`src/rtl/psk_framer_pkg.sv`:
```
package psk_framer_pkg;
  typedef enum logic {
    SEG_DATA  = 1'b0,
    SEG_PROBE = 1'b1
  } seg_t;
endpackage

```
`src/rtl/framer_slot_ctr.sv`:
```
module framer_slot_ctr
  import psk_framer_pkg::*;
#(
  parameter int DATA_LEN  = 20,
  parameter int PROBE_LEN = 16,
  localparam int TOTAL = DATA_LEN + PROBE_LEN,
  localparam int IDX_W = $clog2(TOTAL)
) (
  input  logic             clk,
  input  logic             rst,
  input  logic             adv,
  output logic [IDX_W-1:0] idx,
  output seg_t             seg,
  output logic             last_data
);
  localparam logic [IDX_W-1:0] LAST_SLOT = IDX_W'(TOTAL - 1);
  localparam logic [IDX_W-1:0] LAST_DATA = IDX_W'(DATA_LEN - 1);

  always_ff @(posedge clk) begin
    if (rst) begin
      idx <= '0;
    end else if (adv) begin
      if (idx == LAST_SLOT) idx <= '0;
      else                  idx <= idx + 1'b1;
    end
  end

  always_comb begin
    seg       = (idx > LAST_DATA) ? SEG_PROBE : SEG_DATA;
    last_data = (idx == LAST_DATA);
  end
endmodule

```
`src/rtl/framer_probe_gen.sv`:
```
module framer_probe_gen #(
  parameter int           LFSR_W = 9,
  parameter int           TAP_HI = 8,
  parameter int           TAP_LO = 4,
  parameter int           SYM_W  = 3,
  parameter logic [8:0]   SEED   = 9'h0B3
) (
  input  logic             clk,
  input  logic             rst,
  input  logic             reload,
  input  logic             step,
  output logic [SYM_W-1:0] sym
);
  logic [LFSR_W-1:0] state;
  logic              fb;

  assign fb  = state[TAP_HI] ^ state[TAP_LO];
  assign sym = state[SYM_W-1:0];

  always_ff @(posedge clk) begin
    if (rst || reload) begin
      state <= SEED[LFSR_W-1:0];
    end else if (step) begin
      state <= {state[LFSR_W-2:0], fb};
    end
  end
endmodule

```
`src/rtl/psk_probe_framer.sv`:
```
module psk_probe_framer
  import psk_framer_pkg::*;
#(
  parameter int         SYM_W     = 3,
  parameter int         DATA_LEN  = 20,
  parameter int         PROBE_LEN = 16,
  parameter logic [8:0] SEED      = 9'h0B3,
  localparam int TOTAL = DATA_LEN + PROBE_LEN,
  localparam int IDX_W = $clog2(TOTAL)
) (
  input  logic             clk,
  input  logic             rst,
  input  logic             sym_stb,
  input  logic             in_valid,
  input  logic [SYM_W-1:0] in_data,
  output logic             in_ready,
  output logic             out_valid,
  output logic [SYM_W-1:0] out_sym,
  output logic             out_probe,
  output logic [IDX_W-1:0] out_idx,
  output logic             underflow
);
  logic [IDX_W-1:0] idx;
  seg_t             seg;
  logic             last_data;
  logic             is_data;
  logic [SYM_W-1:0] probe_sym;
  logic [SYM_W-1:0] data_sym;

  framer_slot_ctr #(
    .DATA_LEN (DATA_LEN),
    .PROBE_LEN(PROBE_LEN)
  ) slot_i (
    .clk      (clk),
    .rst      (rst),
    .adv      (sym_stb),
    .idx      (idx),
    .seg      (seg),
    .last_data(last_data)
  );

  framer_probe_gen #(
    .LFSR_W(9),
    .TAP_HI(8),
    .TAP_LO(4),
    .SYM_W (SYM_W),
    .SEED  (SEED)
  ) probe_i (
    .clk   (clk),
    .rst   (rst),
    .reload(sym_stb & last_data),
    .step  (sym_stb & ~is_data),
    .sym   (probe_sym)
  );

  assign is_data  = (seg == SEG_DATA);
  assign in_ready = sym_stb & is_data;
  assign data_sym = in_valid ? in_data : '0;

  always_ff @(posedge clk) begin
    if (rst) begin
      out_valid <= 1'b0;
      out_sym   <= '0;
      out_probe <= 1'b0;
      out_idx   <= '0;
      underflow <= 1'b0;
    end else begin
      out_valid <= sym_stb;
      underflow <= sym_stb & is_data & ~in_valid;
      if (sym_stb) begin
        out_idx   <= idx;
        out_probe <= ~is_data;
        out_sym   <= is_data ? data_sym : probe_sym;
      end
    end
  end
endmodule

```
`config.mk`:
```
export PLATFORM = sky130hd
export DESIGN_NAME = psk_probe_framer
export DESIGN_NICKNAME = d
export VERILOG_FILES = /design/src/rtl/psk_framer_pkg.sv /design/src/rtl/framer_slot_ctr.sv /design/src/rtl/framer_probe_gen.sv /design/src/rtl/psk_probe_framer.sv
export SDC_FILE = /design/constraint.sdc
export NUM_CORES = 1
export LEC_CHECK = 0
export BUFFER_PORTS_ARGS = -buffer_cell sky130_fd_sc_hd__buf_2
export CORE_MARGIN = 1.5
export CORE_UTILIZATION = 45
export DETAILED_ROUTE_END_ITERATION = 8
export GPL_ROUTABILITY_DRIVEN = 0
export PLACE_DENSITY_LB_ADDON = 0.05
export RECOVER_POWER = 100
export SYNTH_ARGS = -nofsm -noshare
export SYNTH_HDL_FRONTEND = slang
export SYNTH_HIERARCHICAL = 1
export SYNTH_SLANG_ARGS = --single-unit
```
`constraint.sdc`:
```
create_clock -name clk -period 2.15 [get_ports clk]
set_input_delay 0.43 -clock clk [delete_from_list [all_inputs] [get_ports clk]]
set_output_delay 0.43 -clock clk [all_outputs]
set_load 0.05 [all_outputs]
```
==> results.py, run 1 <==
metrics = {
    "final_layout": {
        "multi_input_area_sq_um": 520,
        "areaGrowthSynthToFinish_pct": 4.74,
        "seq_area_sq_um": 541,
        "drive_above_1_share": 0.126,
        "nFillCells": 251,
        "diodes": 0,
        "nets": 136,
    },
    "clock_network": {
        "root_buffer": "clkbuf_4",
        "numCtsBuffers": 3,
        "clock_sinks": 27,
        "clkLatencyLatePin_ns": 0.31,
        "path_clk_slew_ns": 0.14,
        "holdBufCountCts": 0,
        "htree_levels": 1,
        "clockBufferDepth": 2,
        "tritoncts": "done",
    },
    "synth": {
        "synth_nets": 119,
        "avgSynthCellArea_sq_um": 10.5,
        "synth_ff_type": "dfxtp_1",
        "synth_commonest_cells": "dfxtp_1, mux2i_1, nor2_1",
        "ys.warnings.count": 6,
        "synth-seq-area-share": 0.465,
        "syn_inst": 111,
        "synth-edff-count": 0,
        "netlist.area_leader.share": 0.465,
        "synthMostInstantiatedCell": "dfxtp_1",
        "synth_area_leaders": "dfxtp_1, mux2i_1, nor2_1, a311oi_2, buf_6",
        "synth_cell_types": 29,
        "syn_area_sq_um": 1160,
        "synth_top_area_cell": "dfxtp_1",
        "synth_seq_cells": 27,
        "async_flop_share": 0,
    },
    "routing": {
        "drc": 0,
        "antenna_left": 0,
        "viasPerCell": 5.00,
        "vias": 785,
        "first_pass_iters": 4,
        "dr.first_iter.drc_count": 9,
        "finalWirelength_um": 1930,
        "wl_per_cell_um": 12.3,
    },
    "global_route": {
        "grt_max_degree": 21,
        "grt_pass1_vias": 682,
        "globalRouteOverflowTotal": 0,
        "grt_usage": 0.141,
        "antenna_found_initial": 0,
        "grt_pass1_wl_um": 2960,
    },
    "power_and_ir_drop": {
        "pwr_density_cell_nw_per_um2": 669,
        "cellLeakagePower_nw": 0.449,
        "switching_share": 0.251,
        "clkPwrFrac": 0.256,
        "p_comb_frac": 0.105,
        "p_int_mw": 0.610,
        "peakVddDrop_uv": 365,
        "power_frac_seq": 0.638,
        "power_mw": 0.814,
        "p_switching_mw": 0.204,
    },
    "placed_design": {
        "place.port_buffers": 19,
        "dp_hpwl_um": 1370,
    },
    "floorplanning": {
        "coreArea_sq_um": 2450,
        "ioPinCount": 20,
        "fp.dieW_um": 53.8,
        "die_height_um": 53.8,
        "core.rowCount": 18,
        "start_util": 0.473,
        "dieArea_sq_um": 2900,
    },
    "timing": {
        "fin_skew_ns": 0.00300,
        "slew_violations": 0,
        "whs_ns": 0.314,
        "fmax_mhz": 490,
        "tightest_slew_ns": 0.821,
        "rsz0062_at_grt": "no",
        "final.min_clock_period_ns": 2.04,
        "timing.final.crit_share": 0.950,
        "setup-violations-final": 0,
        "slew_headroom": 0.445,
        "setup_tns_ns": 0,
        "final_hold_viol_count": 0,
    },
    "flow_run": {
        "cap_viol_max_count": 0,
    },
    "worst_setup_path": {
        "max_stage_delay_ns": 0.38,
        "startpoint_type": "flip-flop",
        "cp_max_fo": 10,
        "crit_path_top_delay_cell": "dfxtp_1",
        "cp-end-kind": "primary output",
        "critical_path_required_ns": 1.72,
        "path_cells": "or2_4 > a21o_4 > and2b_2 > buf_4",
        "cp_num_buf_inv": 1,
        "cp_data_arrival_time_ns": 1.61,
        "cp_top_family": "simple AND/OR/NAND/NOR gates",
        "crit_type": "reg -> out",
    },
    "status": {
        "status": "completed",
    },
    "min_path": {
        "hp-class": "in -> reg",
    },
}
power groups by stage:
stage                     Sequential, mW  Combinational (mW)  Clock, mW
after global routing               0.522              0.0922      0.240
after floorplan                    0.555              0.0439          0
after detailed placement           0.531              0.0910          0
after CTS                          0.520              0.0919      0.224
final                              0.520              0.0858      0.209
after global placement             0.531              0.0901          0
worst paths after layout:
path	end	cells after the start	start	slack, ns
setup reg to reg	probe_i/state[0]	5	slot_i/idx[2]	0.24
setup / recovery	in_ready	4	slot_i/idx[2]	0.11
hold reg to reg	probe_i/state[5]	2	probe_i/state[5]	0.49
hold / removal	underflow	2	in_valid	0.31
worst register-to-register path: stages, from the launching register on:
cell and delay (ns):
dfxtp_1 0.38, or2_4 0.28, a21o_4 0.25, and2_0 0.42, nor4_1 0.39, a31oi_1 0.06
through the flow:
stage / worst slack (ns) / cell area, sq um / cells / utilization
2_1_floorplan: 0.437 / 1160 / 111 / -
3_3_place_gp: 0.332 / 1230 / 153 / 0.502
3_5_place_dp: 0.298 / 1230 / 153 / 0.502
4_1_cts: 0.0190 / 1270 / 157 / 0.516
5_1_grt: 0.0383 / 1220 / 157 / 0.496
6_report: 0.107 / 1220 / 157 / 0.496
layout by cell type, fill, tap and decap left out, types with 2 or more instances in the layout:
cell type,Yosys,final
mux2i_1,16,16
nand4_1,1,2
xnor2_1,2,2
buf_2,0,5
clkbuf_1,1,15
inv_1,2,2
dfxtp_1,27,27
nor2_1,16,16
nor3_1,5,5
a311oi_2,3,3
nand3b_1,3,3
nand2_1,10,10
xor2_1,3,3
clkbuf_4,0,3
cell families after synthesis:
| family | Yosys count | synth area share |
|---|---|---|
| simple gates | 44 | 0.195 |
| flops | 27 | 0.465 |
| mux | 16 | 0.138 |
| buf+inv | 10 | 0.0678 |
| compound gates | 8 | 0.0861 |
| xor+xnor | 5 | 0.0377 |
| fa+ha+maj | 1 | 0.0108 |
final cells by class:
cell class                 instances  area share
sequential                        27       0.444
multi-input combinational         74       0.428
timing repair buffer              20      0.0699
tap                               30      0.0308
clock buffer                       4      0.0216
inverter                           2     0.00617
routing by layer:
metal  vias to the layer above  track usage  routed length, um
met3                         2       0.0250                 93
met1                       355        0.200               1020
met2                        16        0.211                798
li1                        412            -                  -
met4                         0       0.0513                 15
met5                         -            0                  0
flip-flops by register name, indices dropped and copies added, names as in the netlist:
name	flops
out_idx	6
out_probe	1
out_sym	3
out_valid	1
probe_i/state	9
slot_i/idx	6
underflow	1
timing repair:
action / 4_1_cts / 5_1_grt
gates resized for setup: 2 / 1
hold endpoints to repair: 0 / 0
setup endpoints to repair: 1 / 1
buffers inserted: 0 / 0
No activity file was read; power rests on OpenSTA's default activity.
==> run 2: changes to the inputs <==
GPL_TIMING_DRIVEN = 1   (was unset)
SETUP_SLACK_MARGIN = 0.15   (was unset)
==> run 2 against run 1 <==
Sequential power is essentially flat. Cell area increased by 2.8%. Combinational power grew 3.4%. Power about the same. Flip-flop and latch count unchanged. Clock power about the same.
==> results.py, run 2 (synthesis results as in run 1) <==
metrics = {
    "power_and_ir_drop": {
        "pwr_density_cell_nw_per_um2": 651,
        "p_comb_frac": 0.109,
        "peakVddDrop_uv": 355,
        "switching_share": 0.251,
        "power_frac_seq": 0.636,
        "p_int_mw": 0.610,
        "clkPwrFrac": 0.255,
        "p_switching_mw": 0.204,
        "cellLeakagePower_nw": 0.464,
    },
    "routing": {
        "dr.first_iter.drc_count": 8,
        "wl_per_cell_um": 12.3,
        "met3_length_um": 82,
        "vias": 789,
        "antenna_left": 0,
        "wl_met2_um": 826,
        "highest_layer": "met4",
        "finalWirelength_um": 1960,
        "viasPerCell": 4.96,
        "drt-met1-wl_um": 1040,
        "drc": 0,
        "first_pass_iters": 3,
    },
    "final_layout": {
        "drive_above_1_share": 0.163,
        "final_common_cell": "dfxtp_1",
        "utilization": 0.510,
        "areaGrowthSynthToFinish_pct": 7.64,
        "top_regs": "probe_i/state (9), out_idx (6), slot_i/idx (6)",
        "nFillCells": 250,
        "most-common-layout-cells": "dfxtp_1, nor2_1, mux2i_1",
        "nets": 138,
        "multi_input_area_sq_um": 527,
        "diodes": 0,
        "largest_reg_flops": 9,
        "seq_area_sq_um": 546,
        "regMostFlops": "probe_i/state",
    },
    "floorplanning": {
        "die_height_um": 53.8,
        "core.rowCount": 18,
        "fp.dieW_um": 53.8,
        "coreArea_sq_um": 2450,
        "dieArea_sq_um": 2900,
        "start_util": 0.473,
        "ioPinCount": 20,
    },
    "placed_design": {
        "pre_cts_ws_ns": 0.298,
        "dp_hpwl_um": 1370,
        "place.port_buffers": 19,
    },
    "timing": {
        "setup-violations-final": 0,
        "slew_violations": 0,
        "layout_setup_ws_ns": 0.192,
        "final.min_clock_period_ns": 1.96,
        "final_hold_viol_count": 0,
        "rsz0062_at_grt": "no",
        "setup_tns_ns": 0,
        "slew_headroom": 0.445,
        "timing.final.crit_share": 0.911,
        "fin_skew_ns": 0.00345,
        "fmax_mhz": 511,
        "tightest_slew_ns": 0.821,
        "whs_ns": 0.315,
    },
    "clock_network": {
        "clock_sinks": 27,
        "tritoncts": "done",
        "clkLatencyLatePin_ns": 0.31,
        "clockBufferDepth": 2,
        "root_buffer": "clkbuf_4",
        "path_clk_slew_ns": 0.13,
        "htree_levels": 1,
        "numCtsBuffers": 3,
    },
    "worst_setup_path": {
        "startpoint_type": "flip-flop",
        "crit_type": "reg -> reg",
        "critical_path_required_ns": 2.33,
        "cp_max_fo": 10,
        "cp-end-kind": "flip-flop",
        "cp_data_arrival_time_ns": 2.13,
    },
    "flow_run": {
        "cap_viol_max_count": 0,
    },
    "global_route": {
        "grt_max_degree": 21,
        "globalRouteOverflowTotal": 0,
        "antenna_found_initial": 0,
        "grt_usage": 0.143,
        "grt_pass1_wl_um": 3010,
        "grt_pass1_vias": 697,
    },
    "status": {
        "status": "completed",
    },
    "min_path": {
        "hp-class": "in -> reg",
    },
}
==> run 2: changes by cell type in the layout (fill, tap and decap cells not counted), sizes merged <==
cell	change
buf	+2
==> run 2: layout make-up <==
| type | count | area share |
|---|---|---|
| Clock buffer | 4 | 0.0210 |
| Inverter | 2 | 0.00600 |
| Multi-Input combinational cell | 74 | 0.421 |
| Sequential cell | 27 | 0.436 |
| Tap cell | 30 | 0.0300 |
| Timing Repair Buffer | 22 | 0.0860 |
==> run 2: critical path: stages (launching register included) <==
cell and delay [ns]:
dfxtp_2 0.38, or2_4 0.25, a21o_4 0.20, buf_4 0.15
and2_0 0.42, nor4_2 0.37, a31oi_1 0.06
==> run 2: metrics by stage <==
| stage | area, sq um | cells | power, mW |
|---|---|---|---|
| global route | 1250 | 159 | 0.855 |
| floorplan | 1160 | 111 | 0.599 |
| finish | 1250 | 159 | 0.814 |
| detailed placement | 1230 | 153 | 0.622 |
| global placement | 1230 | 153 | 0.621 |
| CTS | 1300 | 159 | 0.837 |
==> run 2: path summary, 6_finish.rpt <==
path | startpoint | endpoint | slack (ns) | cells after the start
worst min register to register | probe_i/state[5] | probe_i/state[5] | 0.49 | 2
worst max register to register | slot_i/idx[3] | probe_i/state[0] | 0.19 | 6
worst max-delay path | slot_i/idx[3] | probe_i/state[0] | 0.19 | 6
worst min-delay path | in_valid | underflow | 0.31 | 2
==> run 2: metal layers <==
| metal | up-vias | track usage |
|---|---|---|
| met3 | 2 | 0.0250 |
| met1 | 354 | 0.198 |
| met4 | 0 | 0.0513 |
| met2 | 16 | 0.222 |
| met5 | - | 0 |
| li1 | 417 | - |
==> run 2: timing repair <==
action / 4_1_cts / 5_1_grt
gates resized for setup: 8 / 0
endpoints found under the setup margin: 1 / 0
hold buffers: 0 / 0
setup buffers: 2 / 0
==> run 2: power by group through the flow <==
stage	Clock, mW	Sequential (mW)	Combinational (mW)
floorplan	0	0.555	0.0439
global placement	0	0.531	0.0901
detailed placement	0	0.531	0.0910
CTS	0.224	0.519	0.0949
global route	0.240	0.520	0.0951
finish	0.208	0.518	0.0887
